--- config.mk ---
export PLATFORM = sky130hd
export DESIGN_NAME = wdt_top
export DESIGN_NICKNAME = d
export VERILOG_FILES = /design/src/rtl/wdt_pkg.sv /design/src/rtl/wdt_prescaler.sv /design/src/rtl/wdt_postscaler.sv /design/src/rtl/wdt_ctrl.sv /design/src/rtl/wdt_top.sv
export SDC_FILE = /design/constraint.sdc
export NUM_CORES = 1
export LEC_CHECK = 0
export BUFFER_PORTS_ARGS = -buffer_cell sky130_fd_sc_hd__buf_4
export CAP_MARGIN = 20
export CORE_MARGIN = 3
export CORE_UTILIZATION = 62
export DETAILED_ROUTE_END_ITERATION = 16
export PLACE_DENSITY = 0.82
export REMOVE_ABC_BUFFERS = 1
export SYNTH_ARGS = -nofsm -noshare
export SYNTH_HDL_FRONTEND = slang
export SYNTH_SLANG_ARGS = --single-unit
--- constraint.sdc ---
create_clock -name clk -period 3.35 [get_ports clk]
set_clock_uncertainty 0.05 [all_clocks]
set_input_delay 0.335 -clock clk [delete_from_list [all_inputs] [get_ports clk]]
set_output_delay 0.335 -clock clk [all_outputs]
set_load 0.02 [all_outputs]
--- src/rtl/wdt_pkg.sv ---
package wdt_pkg;

  // last prescaler count before it wraps: 2^shift - 1
  function automatic logic [31:0] pre_last_f(input logic long_sel, input int ps_log2,
                                             input int pl_log2);
    int sh;
    sh = long_sel ? pl_log2 : ps_log2;
    return (32'd1 << sh) - 32'd1;
  endfunction

  // last postscaler count before timeout: 2^sel - 1
  function automatic logic [31:0] post_last_f(input logic [31:0] sel);
    return (32'd1 << sel) - 32'd1;
  endfunction

  // elapsed = post*D + pre must be at least 3/4 of D*2^sel
  function automatic logic win_open_f(input logic [31:0] post, input logic [31:0] pre,
                                      input logic [31:0] sel, input logic long_sel,
                                      input int ps_log2, input int pl_log2);
    int          sh;
    logic [63:0] elapsed;
    logic [63:0] thresh;
    sh      = long_sel ? pl_log2 : ps_log2;
    elapsed = ({32'd0, post} << sh) | {32'd0, pre};
    thresh  = 64'd3 << (sel + 32'(sh) - 32'd2);
    return elapsed >= thresh;
  endfunction

endpackage

--- src/rtl/wdt_prescaler.sv ---
module wdt_prescaler
  import wdt_pkg::*;
#(
  parameter int PS_LOG2 = 5,
  parameter int PL_LOG2 = 7
) (
  input  logic               clk,
  input  logic               rst_n,
  input  logic               run,
  input  logic               restart,
  input  logic               long_sel,
  output logic [PL_LOG2-1:0] cnt,
  output logic               tick
);
  localparam int W = PL_LOG2;

  logic [W-1:0] last_v;

  assign last_v = W'(pre_last_f(long_sel, PS_LOG2, PL_LOG2));
  assign tick   = run && !restart && (cnt == last_v);

  always_ff @(posedge clk or negedge rst_n) begin
    if (!rst_n) begin
      cnt <= '0;
    end else if (!run || restart || tick) begin
      cnt <= '0;
    end else begin
      cnt <= cnt + 1'b1;
    end
  end
endmodule

--- src/rtl/wdt_postscaler.sv ---
module wdt_postscaler
  import wdt_pkg::*;
#(
  parameter int SEL_W = 4,
  parameter int W     = (1 << SEL_W) - 1
) (
  input  logic             clk,
  input  logic             rst_n,
  input  logic             run,
  input  logic             restart,
  input  logic             tick,
  input  logic [SEL_W-1:0] sel,
  output logic [W-1:0]     cnt,
  output logic             term
);
  logic [W-1:0] last_v;

  assign last_v = W'(post_last_f(32'(sel)));
  assign term   = tick && (cnt == last_v);

  always_ff @(posedge clk or negedge rst_n) begin
    if (!rst_n) begin
      cnt <= '0;
    end else if (!run || restart || term) begin
      cnt <= '0;
    end else if (tick) begin
      cnt <= cnt + 1'b1;
    end
  end
endmodule

--- src/rtl/wdt_ctrl.sv ---
module wdt_ctrl (
  input  logic clk,
  input  logic rst_n,
  input  logic hw_en,
  input  logic sw_en_we,
  input  logic sw_en_wdata,
  input  logic dev_rst_evt,
  input  logic clk_sw_evt,
  input  logic pwrsav_evt,
  input  logic wake_exit_evt,
  input  logic clr_evt,
  input  logic win_dis,
  input  logic win_ok,
  input  logic sleep_st,
  input  logic timeout_evt,
  input  logic flag_clr,
  output logic wd_en,
  output logic restart_evt,
  output logic early_clr_evt,
  output logic rst_req,
  output logic wake_req,
  output logic wdt_flag
);
  logic sw_en_q;

  assign wd_en         = hw_en | sw_en_q;
  assign restart_evt   = dev_rst_evt | clk_sw_evt | pwrsav_evt | wake_exit_evt | clr_evt;
  assign early_clr_evt = wd_en && clr_evt && !win_dis && !win_ok;

  always_ff @(posedge clk or negedge rst_n) begin
    if (!rst_n) begin
      sw_en_q <= 1'b0;
    end else if (dev_rst_evt) begin
      sw_en_q <= 1'b0;
    end else if (sw_en_we) begin
      sw_en_q <= sw_en_wdata;
    end
  end

  always_ff @(posedge clk or negedge rst_n) begin
    if (!rst_n) begin
      rst_req  <= 1'b0;
      wake_req <= 1'b0;
      wdt_flag <= 1'b0;
    end else begin
      rst_req  <= early_clr_evt | (timeout_evt & ~sleep_st);
      wake_req <= timeout_evt & sleep_st;
      if (early_clr_evt || timeout_evt) begin
        wdt_flag <= 1'b1;
      end else if (flag_clr) begin
        wdt_flag <= 1'b0;
      end
    end
  end
endmodule

--- src/rtl/wdt_top.sv ---
module wdt_top
  import wdt_pkg::*;
#(
  parameter int PRE_SHORT_LOG2 = 5,
  parameter int PRE_LONG_LOG2  = 7,
  parameter int POST_SEL_W     = 4
) (
  input  logic                  clk,
  input  logic                  rst_n,
  input  logic                  hw_en,
  input  logic                  sw_en_we,
  input  logic                  sw_en_wdata,
  input  logic                  win_dis,
  input  logic                  pre_long,
  input  logic [POST_SEL_W-1:0] post_sel,
  input  logic                  clr_evt,
  input  logic                  flag_clr,
  input  logic                  sleep_st,
  input  logic                  dev_rst_evt,
  input  logic                  clk_sw_evt,
  input  logic                  pwrsav_evt,
  input  logic                  wake_exit_evt,
  output logic                  rst_req,
  output logic                  wake_req,
  output logic                  wdt_flag
);
  localparam int PRE_W  = PRE_LONG_LOG2;
  localparam int POST_W = (1 << POST_SEL_W) - 1;

  // named internal events, visible to the bound checker
  logic              wd_en;
  logic              restart_evt;
  logic              early_clr_evt;
  logic              timeout_evt;
  logic              pre_tick;
  logic              win_ok;
  logic [PRE_W-1:0]  pre_cnt;
  logic [POST_W-1:0] post_cnt;

  assign win_ok = win_open_f(32'(post_cnt), 32'(pre_cnt), 32'(post_sel), pre_long,
                             PRE_SHORT_LOG2, PRE_LONG_LOG2);

  wdt_prescaler #(
    .PS_LOG2(PRE_SHORT_LOG2),
    .PL_LOG2(PRE_LONG_LOG2)
  ) u_pre (
    .clk     (clk),
    .rst_n   (rst_n),
    .run     (wd_en),
    .restart (restart_evt),
    .long_sel(pre_long),
    .cnt     (pre_cnt),
    .tick    (pre_tick)
  );

  wdt_postscaler #(
    .SEL_W(POST_SEL_W),
    .W    (POST_W)
  ) u_post (
    .clk    (clk),
    .rst_n  (rst_n),
    .run    (wd_en),
    .restart(restart_evt),
    .tick   (pre_tick),
    .sel    (post_sel),
    .cnt    (post_cnt),
    .term   (timeout_evt)
  );

  wdt_ctrl u_ctrl (
    .clk          (clk),
    .rst_n        (rst_n),
    .hw_en        (hw_en),
    .sw_en_we     (sw_en_we),
    .sw_en_wdata  (sw_en_wdata),
    .dev_rst_evt  (dev_rst_evt),
    .clk_sw_evt   (clk_sw_evt),
    .pwrsav_evt   (pwrsav_evt),
    .wake_exit_evt(wake_exit_evt),
    .clr_evt      (clr_evt),
    .win_dis      (win_dis),
    .win_ok       (win_ok),
    .sleep_st     (sleep_st),
    .timeout_evt  (timeout_evt),
    .flag_clr     (flag_clr),
    .wd_en        (wd_en),
    .restart_evt  (restart_evt),
    .early_clr_evt(early_clr_evt),
    .rst_req      (rst_req),
    .wake_req     (wake_req),
    .wdt_flag     (wdt_flag)
  );
endmodule

==> summary.md, run 1 <==
| Metric | Value |
|---|---|
| Outcome | `completed` |
| Finished Cell Area | `3450 µm²` |
| Critical Path AT | `3350 ps` |
| Minimum clock period | `3250 ps` |
| Worst Setup Start Kind | `primary input` |
| Worst-Margin Slew | `673 ps` |
| Syn avg cell area | `8.18 µm²` |
| CTS clk-pin slew, worst paths | `90 ps` |
| RePlAce Congestion | `0.865` |
| Crit-path slowest cell | `fa_2` |
| Max Slew Vio Count | `0` |
| Die Y | `74.6 µm` |
| Largest net degree at the start of global routing | `27` |
| Inserted Diodes | `0` |
| Hold Path Cell Cnt | `2` |
| Synth cell types | `61` |
| Number of flops mapped to enable cells by yosys | `0` |
| First-pass GRT wire length | `12,700 µm` |
| P_leak | `1.54 nW` |
| Crit-path most repeated cell | `inv_2` |
| Drt pass-1 iters | `5` |
| Post-Route WL | `7710 µm` |
| End of the critical path | `u_ctrl.wdt_flag` |
| Initial antenna violation count | `0` |
| Port bufs | `20` |
| Clock Latency Late Sink | `270 ps` |
| Die Footprint | `5570 µm²` |
| Worst-case clock buffer depth | `2` |
| Overall power | `0.000897 W` |
| TritonCTS Buffers | `3` |
| Core Footprint | `4440 µm²` |
| CP max stage delay | `690 ps` |
| Layout net count | `440` |
| Netlist Area Pre-Place | `2920 µm²` |
| Synthesis Warnings | `0` |
| DRT iter0 DRCs | `277` |
| Final setup vio count | `0` |
| P&R area growth vs syn | `18.2%` |
| Share of flip-flops with an asynchronous set or reset | `1.00` |
| Crit-path cells | `buf_4, inv_2, ha_1, inv_2, ha_4, inv_1, fa_2, mux2_4, nand2_1, ha_2, o2111ai_1, nor2_1, o41ai_2, a211o_1, a22oi_2, o221ai_2` |
| Antenna-violating nets left | `0` |
| # IOs | `21` |
| Initial Util | `0.657` |
| Layout cells sized above 1 | `0.251` |
| Vias in the first global route | `2,693` |
| GRT Total Usage | `0.288` |
| CTS tree | `built` |
| Residual DRC | `0` |
| Worst IR Drop VDD | `0.000294 V` |
| Reg2reg start | `u_post.cnt[0]` |
| Worst EP required | `3450 ps` |
| Site row count | `24` |
| FMAX | `308 MHz` |
| R2r setup slk | `700 ps` |
| Crit path from | `pre_long` |
| Hold Crit Class | `in2reg` |
| Synth Flop Type | `dfrtp_1` |
| Placed Area | `3280 µm²` |
| Sequential element share of the synthesized area | `0.223` |
| Crit-path max FO | `8` |
| Grt ovf | `0` |
| Setup TNS | `0 ps` |
| Setup Crit Path Kind | `in2reg` |
| FF-to-FF End | `u_ctrl.rst_req` |
| Power density over the cells | `260 nW/µm²` |
| Clock Tree Root | `clkbuf_8` |
| Hpwl dp | `5800 µm` |
| Vias per inst | `6.51` |
| Slew Limit Headroom | `0.549` |
| # H-tree levels | `1` |
| Worst setup EP type | `register` |
| Sink Count | `26` |
| Routed vias | `2,876` |
| R2R depth | `6` |
| Post-Synthesis Cells | `357` |
| Routed len/inst | `17.4 µm` |
| Fin. Hold Viols | `0` |
| Crit share post-route | `0.969` |
| Post-synthesis register bit count | `26` |
| Die W | `74.6 µm` |
| Max cap viols | `0` |
power breakdown:
part / switching [W] / internal [W] / total (W) / leakage [nW]
logic: 0.000166 / 0.000148 / 0.000315 / 1.15
clock network: 0.000102 / 0.000160 / 0.000262 / 0.0357
registers: 0.00000219 / 0.000318 / 0.000320 / 0.361
per-layer routing:
metal / track usage / vias up / share of wire
met5: 0 / - / 0
met4: 0.0929 / 0 / 0.028
met3: 0.0547 / 27 / 0.054
met2: 0.484 / 101 / 0.49
met1: 0.374 / 1376 / 0.43
li1: - / 1372 / -
flip-flops by register name, summed over array words and instances (netlist names):
register	cells
u_post.cnt	15
u_ctrl.rst_req	1
u_ctrl.sw_en_q	1
u_pre.cnt	7
u_ctrl.wake_req	1
u_ctrl.wdt_flag	1
cell usage in the layout (no fill, tap or decap), types with 4 or more instances in the layout:
| cell type | instances |
|---|---|
| xor2_1 | 16 |
| mux2_2 | 12 |
| nand3_1 | 18 |
| inv_1 | 8 |
| xnor2_1 | 12 |
| nand4_1 | 9 |
| dfrtp_1 | 26 |
| o21ai_0 | 10 |
| nor2_1 | 20 |
| nor3_1 | 19 |
| a21o_1 | 8 |
| nand2_1 | 35 |
| ha_1 | 28 |
| buf_4 | 53 |
| and4_1 | 5 |
| a21oi_1 | 11 |
| a211oi_1 | 5 |
| and3_1 | 6 |
| a31oi_1 | 5 |
| and2_1 | 5 |
| nand2b_1 | 4 |
| nor2b_1 | 5 |
logic make-up after synthesis:
kind of cell / Yosys count / share of synthesized area
compound gates: 66 / 0.156
xor+xnor: 28 / 0.0840
fa+ha+maj: 31 / 0.135
buf+inv: 37 / 0.0523
flops: 26 / 0.223
mux: 15 / 0.0570
simple gates: 154 / 0.293
critical path, delay by kind of cell:
kind,cells,cell delay (ps)
AOI/OAI and AO/OA,5,910
buffers and inverters,4,250
muxes,1,340
adders and majority gates,4,1290
and+or+nand+nor,2,200
synthesized netlist by cell type, drive strengths merged (6+ instances only):
master | count | area, µm²
and3 | 6 | 37.5
nand3 | 18 | 90.1
nand4 | 9 | 56.3
nand2 | 35 | 131
inv | 11 | 41.3
ha | 30 | 375
buf | 13 | 62.6
nor2 | 20 | 75.1
nor2b | 7 | 43.8
dfrtp | 26 | 651
nor3 | 20 | 105
o21ai | 12 | 60.1
xor2 | 16 | 140
a21o | 8 | 60.1
xnor2 | 12 | 105
a21oi | 13 | 65.1
and2 | 7 | 43.8
mux2 | 13 | 146
clkbuf | 13 | 48.8
timing repair:
action | 4_1_cts | 5_1_grt
resized for setup | 2 | 19
buffers inserted | 0 | 1
endpoints found under the setup margin | 2 | 3
hold buffers | 1 | 0
pin swaps | 0 | 4
endpoints found under the hold margin | 26 | 0
final cells by class:
type / count / area (µm²)
Multi-Input combinational cell: 294 / 2200
Fill cell: 329 / 992
Sequential cell: 26 / 651
Timing Repair Buffer: 55 / 428
Tap cell: 52 / 65.1
Clock buffer: 3 / 41.3
Inverter: 11 / 41.3
Clock inverter: 1 / 30.0
worst min path at each step:
stage	startpoint	endpoint
floorplan	rst_n	u_ctrl.rst_req
global placement	rst_n	u_pre.cnt[2]
detailed placement	rst_n	u_pre.cnt[2]
CTS	dev_rst_evt	u_ctrl.sw_en_q
global route	dev_rst_evt	u_ctrl.sw_en_q
finish	dev_rst_evt	u_ctrl.sw_en_q
through the flow:
step	utilization	setup slack [ps]	hold WS (ps)	instances
floorplan	-	-75.8	-10.6	331
global placement	0.739	-271	203	436
detailed placement	0.739	-378	204	436
CTS	0.759	21.4	160	441
global route	0.777	-1.93	146	442
finish	0.777	105	157	442
Note: power is estimated with default switching activity, not from simulation.
==> inputs of run 2 (changes only) <==
--- a/config.mk
+++ b/config.mk
@@ -5,12 +5,13 @@
 export SDC_FILE = /design/constraint.sdc
 export NUM_CORES = 1
 export LEC_CHECK = 0
+export ABC_AREA = 1
 export BUFFER_PORTS_ARGS = -buffer_cell sky130_fd_sc_hd__buf_4
 export CAP_MARGIN = 20
 export CORE_MARGIN = 3
 export CORE_UTILIZATION = 62
 export DETAILED_ROUTE_END_ITERATION = 16
-export PLACE_DENSITY = 0.82
+export PLACE_DENSITY = 0.81
 export REMOVE_ABC_BUFFERS = 1
 export SYNTH_ARGS = -nofsm -noshare
 export SYNTH_HDL_FRONTEND = slang
==> run 2 against run 1 <==
  * Via count rose by 12%
  * Maximum frequency rose by 5.9%
  * Die area rose by 5.9%
  * Power fell by 8.9%
  * Synthesized area rose by 6.4%
  * Clock power fell by 23%
  * Synthesized cell count rose by 40%
  * Clock-buffer cell count rose by 1
  * First-iteration DRC count fell by 4.0%
  * Sequential share of layout area rose by 0.46 points
  * Critical endpoint is now u_ctrl.rst_req
==> summary.md, run 2 <==
| Metric | Value |
|---|---|
| Outcome | `completed` |
| Post-synthesis mux area share | `0 (-0.0570)` |
| RePlAce Congestion | `0.923 (+6.7%)` |
| P_leak | `1.71 nW (+11%)` |
| Power density over the cells | `243 nW/µm² (-6.7%)` |
| Die W | `76.8 µm (+2.9%)` |
| Netlist Area Pre-Place | `3110 µm² (+6.4%)` |
| DRT iter0 DRCs | `266 (-4.0%)` |
| R2R depth | `11 (+5)` |
| End of the critical path | `u_ctrl.rst_req` |
| Synth area leader | `dfrtp_1` |
| Top cell type's share of synthesized area | `0.209 (-0.0135)` |
| Worst hold path startpoint | `sw_en_we` |
| Vias per inst | `5.52 (-15%)` |
| Most frequent cells in the layout | `nand2_1, inv_1, nor2_1` |
| GRT Total Usage | `0.279 (-0.00909)` |
| Worst IR Drop VDD | `0.000261 V (-11%)` |
| FMAX | `326 MHz (+5.9%)` |
| Most common cell in the synthesized netlist | `nand2_1` |
| Vias in the first global route | `2,954 (+9.7%)` |
| Biggest regs | `u_post.cnt (15), u_pre.cnt (7)` |
| Compound-gate portion of the synthesized area | `0.0902 (-0.0658)` |
| Critical Path AT | `3230 ps (-120 ps)` |
| Largest family of logic cells by synthesized area | `simple AND/OR/NAND/NOR gates` |
| Slew Limit Headroom | `0.697 (+0.149)` |
| Hold WS | `190 ps (+32.9 ps)` |
| Drt pass-1 iters | `4 (-1)` |
| Share of flip-flops with an asynchronous set or reset | `1.00 (unchanged)` |
| Reg2reg start | `u_pre.cnt[0]` |
| Crit-path slowest cell | `fa_2` |
| Synth Area in Simple Gates | `0.439 (+0.147)` |
| Site row count | `25 (+4.2%)` |
| CP top delay family | `adder cells` |
| Routed len/inst | `13.9 µm (-20%)` |
| GRT met2 Usage | `0.462 (-0.0222)` |
| Syn avg cell area | `6.23 µm² (-24%)` |
| Commonest non-fill, non-tap cell in the layout | `nand2_1` |
| Synth cell types | `36 (-41%)` |
| Largest net degree at the start of global routing | `31 (+15%)` |
| Crit share post-route | `0.915 (-0.0537)` |
| Max Slew Vio Count | `0 (unchanged)` |
| Antenna-violating nets left | `0 (unchanged)` |
| Crit-path max FO | `8 (unchanged)` |
| Sink Count | `26 (unchanged)` |
| CTS clk-pin slew, worst paths | `90 ps (about the same)` |
| Initial antenna violation count | `0 (unchanged)` |
| # H-tree levels | `1 (unchanged)` |
| Layout cells sized above 1 | `0.137 (-0.114)` |
| Final setup vio count | `0 (unchanged)` |
| Hpwl dp | `6520 µm (+12%)` |
| Worst Setup Start Kind | `primary input` |
| Largest Register | `u_post.cnt` |
| Core Footprint | `4790 µm² (+7.7%)` |
| Worst setup EP type | `register` |
| Residual DRC | `0 (unchanged)` |
| Met3 Usage GRT | `0.0223 (-0.0324)` |
| Worst EP required | `3510 ps (+60 ps)` |
| Buf/Inv on CP | `4 (unchanged)` |
| CTS tree | `built` |
| Max FFs per register | `15 (unchanged)` |
| Crit-path most repeated cell | `nand2_1` |
| Crit-path cells | `buf_4, inv_1, ha_1, inv_1, ha_1, inv_1, fa_2, nor2_1, nand2_1, ha_1, a21oi_1, nor2_1, nor3_1, nand2_1, nand2_1, nand2_1, nand3_1, nand4_1, nand2_1` |
| Clock Tree Root | `clkbuf_8` |
| Post-synth top cells | `nand2_1, inv_1, nor2_1` |
| # IOs | `21 (unchanged)` |
| Clock Latency Late Sink | `270 ps (about the same)` |
| RSZ-0062 raised after global routing | `false` |
| Synth area leaders | `dfrtp_1, nand2_1, ha_1` |
| R2r setup slk | `980 ps (+280 ps)` |
| Number of flops mapped to enable cells by yosys | `0 (unchanged)` |
| P&R area growth vs syn | `8.41%` |
| Setup Crit Path Kind | `in2reg` |
| Met1 Use GR | `0.382 (+0.00759)` |
| Placed Cells | `581 (+33%)` |
| Synthesis Warnings | `0 (unchanged)` |
| Post-Route WL | `8150 µm (+5.7%)` |
| Minimum clock period | `3060 ps (-180 ps)` |
| Die Y | `76.8 µm (+2.9%)` |
| Inserted Diodes | `0 (unchanged)` |
| Fillers | `444 (+35%)` |
| Worst-case clock buffer depth | `2 (unchanged)` |
| First-pass GRT wire length | `13,500 µm (+6.6%)` |
| Hold Crit Class | `in2reg` |
| Fin cells | `586 (+33%)` |
| Grt ovf | `0 (unchanged)` |
| Post-Synthesis Cells | `499 (+40%)` |
| Initial Util | `0.649 (-0.00768)` |
| Sequential element share of the synthesized area | `0.209 (-0.0135)` |
| Area share of fa/ha/maj cells after synthesis | `0.127 (-0.00818)` |
| Routed vias | `3,233 (+12%)` |
| TritonCTS Buffers | `3 (unchanged)` |
| Synth Flop Type | `dfrtp_1` |
| Grt peak-use layer | `met2` |
| Max cap viols | `0 (unchanged)` |
| FF-to-FF End | `u_post.cnt[10]` |
| Worst-Margin Slew | `454 ps (-219 ps)` |
| CP max stage delay | `480 ps (-210 ps)` |
| Crit path from | `pre_long` |
| Xor/xnor share of the synthesized area | `0.0225 (-0.0614)` |
| Layout net count | `569 (+29%)` |
| Post-synthesis register bit count | `26 (unchanged)` |
| Port bufs | `20 (unchanged)` |
| Die Footprint | `5900 µm² (+5.9%)` |
| Fin. Hold Viols | `0 (unchanged)` |
| Crit. path cell count | `19 (+3)` |
-- run 2: cell type report --
class,count,area [µm²],area share
Clock buffer,4,55.1,0.0163
Inverter,65,246,0.0732
Multi-Input combinational cell,396,2120,0.629
Sequential cell,26,651,0.193
Tap cell,67,83.8,0.0249
Timing Repair Buffer,28,213,0.0631
-- run 2: worst min path at each step --
stage                                 end  slack [ps]  cells past startpoint
final                      u_ctrl.sw_en_q         190                      2
after global routing       u_ctrl.sw_en_q         200                      2
after CTS                  u_ctrl.sw_en_q         190                      2
after detailed placement  u_ctrl.wake_req         210                      1
after global placement    u_ctrl.wake_req         210                      1
after floorplan            u_ctrl.rst_req         -10                      0
-- run 2: power by group --
group          leakage [nW]  total (W)  internal, W  switching [W]
registers             0.361   0.000321     0.000317     0.00000389
clock network        0.0288   0.000203     0.000105      0.0000978
logic                  1.32   0.000293     0.000103       0.000190
total                  1.71   0.000817     0.000525       0.000292
-- run 2: timing repair --
| item | CTS | global route |
|---|---|---|
| setup endpoints to repair | 0 | 2 |
| gates resized for setup | 0 | 4 |
| hold buffers | 1 | 0 |
| buffers inserted | 0 | 0 |
| endpoints found under the hold margin | 26 | 0 |
-- run 2: through the flow --
stage                     instance area [µm²]  setup TNS, ps  setup slack, ps  total power [W]   util
after floorplan                          3010              0              389         0.000510      -
after detailed placement                 3290           -105            -55.0         0.000610  0.688
after CTS                                3360              0              212         0.000810  0.702
after global routing                     3370              0             48.7         0.000872  0.704
final                                    3370              0              285         0.000817  0.704
after global placement                   3290              0             40.2         0.000603  0.688
-- run 2: layer usage --
layer	part of all wire	vias up
li1	-	1636
met1	0.45	1456
met2	0.46	122
met3	0.061	19
met4	0.028	0
met5	0	-
-- run 2: logic make-up after synthesis --
family / Yosys count
AND/OR/NAND/NOR: 303
buffers and inverters: 77
AO/OA/AOI/OAI: 54
adder cells (fa/ha/maj): 31
flip-flops: 26
XOR/XNOR: 8
==> inputs of run 3 (changes only) <==
--- a/config.mk
+++ b/config.mk
@@ -11,6 +11,7 @@
 export CORE_MARGIN = 3
 export CORE_UTILIZATION = 62
 export DETAILED_ROUTE_END_ITERATION = 16
+export MAX_ROUTING_LAYER = met4
 export PLACE_DENSITY = 0.81
 export REMOVE_ABC_BUFFERS = 1
 export SYNTH_ARGS = -nofsm -noshare
==> run 3 against run 2 <==
  * Wire length down 3.0%
  * Cell count shrank 0.17%
  * Clock power barely moved
  * Maximum frequency fell by 0.30%
  * Combinational power decreased by 3%
  * Power shrank 1.1%
  * Die area unchanged
  * Clock-buffer cell count is the same
  * Non-clock buffer count decreased by 1
  * Register-to-register slack got worse by 70 ps
  * Core utilization down 0.18 points
  * Highest routed layer unchanged
==> summary.md, run 3 (same netlist as run 2, synthesis figures left out) <==
| Metric | Value |
|---|---|
| Outcome | `completed` |
| Crit-path slowest cell | `fa_2` |
| Fillers | `430 (-3.2%)` |
| Max cap viols | `0 (unchanged)` |
| Crit-path cells | `buf_4, inv_1, ha_1, inv_1, ha_1, inv_1, fa_2, nand2_1, nor2_1, nand2_1, ha_1, nand2_1, o21ai_0, nand4_1, o21ai_0, nand2_1, nand4_1, nand2_1` |
| Finished Cell Area | `3360 µm² (-0.26%)` |
| CP top delay family | `adder cells` |
| DRT iter0 DRCs | `230 (-14%)` |
| CTS clk-pin slew, worst paths | `90 ps (about the same)` |
| RSZ-0062 raised after global routing | `false` |
| Power density over the cells | `241 nW/µm² (-0.81%)` |
| Initial Util | `0.649 (unchanged)` |
| RePlAce Congestion | `0.936 (+1.3%)` |
| Post-CTS Setup Inserts | `0 (unchanged)` |
| Post-Route WL | `7900 µm (-3.0%)` |
| Drt pass-1 iters | `5 (+1)` |
| Routed len/inst | `13.5 µm (-2.9%)` |
| Clock Tree Root | `clkbuf_8` |
| Worst-Margin Slew | `416 ps (-38.2 ps)` |
| Setup Crit Path Kind | `in2reg` |
| Routed vias | `3,235 (+0.062%)` |
| Max FFs per register | `15 (unchanged)` |
| Port bufs | `20 (unchanged)` |
| Core Footprint | `4790 µm² (unchanged)` |
| Slew Limit Headroom | `0.721 (+0.0233)` |
| Crit-path most repeated cell | `nand2_1` |
| # H-tree levels | `1 (unchanged)` |
| Most frequent cells in the layout | `nand2_1, inv_1, nor2_1` |
| Fin. Hold Viols | `0 (unchanged)` |
| Initial antenna violation count | `0 (unchanged)` |
| P&R area growth vs syn | `8.13%` |
| Largest Register | `u_post.cnt` |
| Placed Area | `3290 µm² (-0.23%)` |
| Residual DRC | `0 (unchanged)` |
| Die W | `76.8 µm (unchanged)` |
| Vias in the first global route | `3,032 (+2.6%)` |
| Commonest non-fill, non-tap cell in the layout | `nand2_1` |
| Hpwl dp | `6410 µm (-1.7%)` |
| FMAX | `325 MHz (-0.30%)` |
| Worst EP required | `3470 ps (-40 ps)` |
| Clock Latency Late Sink | `270 ps (about the same)` |
| CP max stage delay | `600 ps (+120 ps)` |
| Inserted Diodes | `0 (unchanged)` |
| Minimum clock period | `3070 ps (+9.32 ps)` |
| Antenna-violating nets left | `0 (unchanged)` |
| Largest net degree at the start of global routing | `31 (unchanged)` |
| TritonCTS Buffers | `3 (unchanged)` |
| # IOs | `21 (unchanged)` |
| Register area | `651 µm² (unchanged)` |
| Worst Setup Start Kind | `primary input` |
| Die Y | `76.8 µm (unchanged)` |
| Worst setup EP type | `register` |
| Die Footprint | `5900 µm² (unchanged)` |
| Layout cells sized above 1 | `0.133 (-0.00360)` |
| First-pass GRT wire length | `13,600 µm (+0.66%)` |
| Layout net count | `568 (-0.18%)` |
| Vias per inst | `5.53 (+0.23%)` |
| P_leak | `1.70 nW (-0.30%)` |
| GRT Total Usage | `0.288 (+0.00937)` |
| Final setup vio count | `0 (unchanged)` |
| Area of the multi-input gates | `2120 µm² (about the same)` |
| Biggest regs | `u_post.cnt (15), u_pre.cnt (7)` |
| Crit share post-route | `0.918 (+0.00278)` |
| Grt ovf | `0 (unchanged)` |
| Worst IR Drop VDD | `0.000279 V (+7.1%)` |
| Site row count | `25 (unchanged)` |
| Worst-case clock buffer depth | `2 (unchanged)` |
| Max Slew Vio Count | `0 (unchanged)` |
| Buf/Inv on CP | `4 (unchanged)` |
| Hold Crit Class | `in2reg` |
| Crit-path max FO | `8 (unchanged)` |
| Critical Path AT | `3190 ps (-40 ps)` |
| CTS tree | `built` |
| Hold WS | `195 ps (+4.28 ps)` |
| Sink Count | `26 (unchanged)` |
-- run 3: path summary, 6_finish.rpt --
check	startpoint	endpoint	slack (ps)	depth (start not counted)
setup reg to reg	u_pre.cnt[0]	u_post.cnt[10]	910	11
hold / removal	sw_en_we	u_ctrl.sw_en_q	190	2
setup / recovery	pre_long	u_ctrl.wdt_flag	280	18
max in group asynchronous	rst_n	u_pre.cnt[6]	2530	2
min in group asynchronous	rst_n	u_ctrl.wake_req	450	2
hold reg to reg	u_pre.cnt[0]	u_pre.cnt[0]	440	1
-- run 3: stage by stage --
stage	utilization	power (W)	setup WS [ps]	TNS (ps)	instances
finish	0.702	0.000809	276	0	585
global route	0.702	0.000868	42.0	0	585
CTS	0.700	0.000807	118	0	585
detailed placement	0.687	0.000605	-171	-341	580
global placement	0.687	0.000600	-19.6	-38.2	580
floorplan	-	0.000510	389	0	487
-- run 3: routing by layer --
layer	part of all wire	routed length, µm	track usage	vias to the layer above
met5	0	0	-	-
met4	0.018	142	0.0797	0
met3	0.056	440	0.0200	13
met2	0.46	3660	0.475	104
met1	0.46	3650	0.383	1481
li1	-	-	-	1637
-- run 3: cell type report --
cell class	instances	share of cell area
Clock buffer	4	0.0164
Timing Repair Buffer	27	0.0611
Tap cell	67	0.0249
Multi-Input combinational cell	396	0.631
Sequential cell	26	0.194
Inverter	65	0.0733
-- run 3: repair_timing --
action                     in CTS  in global routing
hold endpoints to repair       26                  0
setup endpoints to repair       0                  2
resized for setup               0                  3
hold buffers                    1                  0
-- run 3: power by group --
part	internal (W)	total, W	leakage [nW]	switching, W
clock	0.000105	0.000204	0.0288	0.0000991
combinational	0.0000999	0.000283	1.31	0.000183
sequential	0.000317	0.000321	0.361	0.00000388
-- run 3: worst register-to-register path, delay by kind of cell, from the launching register on --
| family | cells | cell delay [ps] |
|---|---|---|
| flops | 1 | 390 |
| compound gates | 1 | 190 |
| fa+ha+maj | 1 | 200 |
| simple gates | 9 | 1550 |
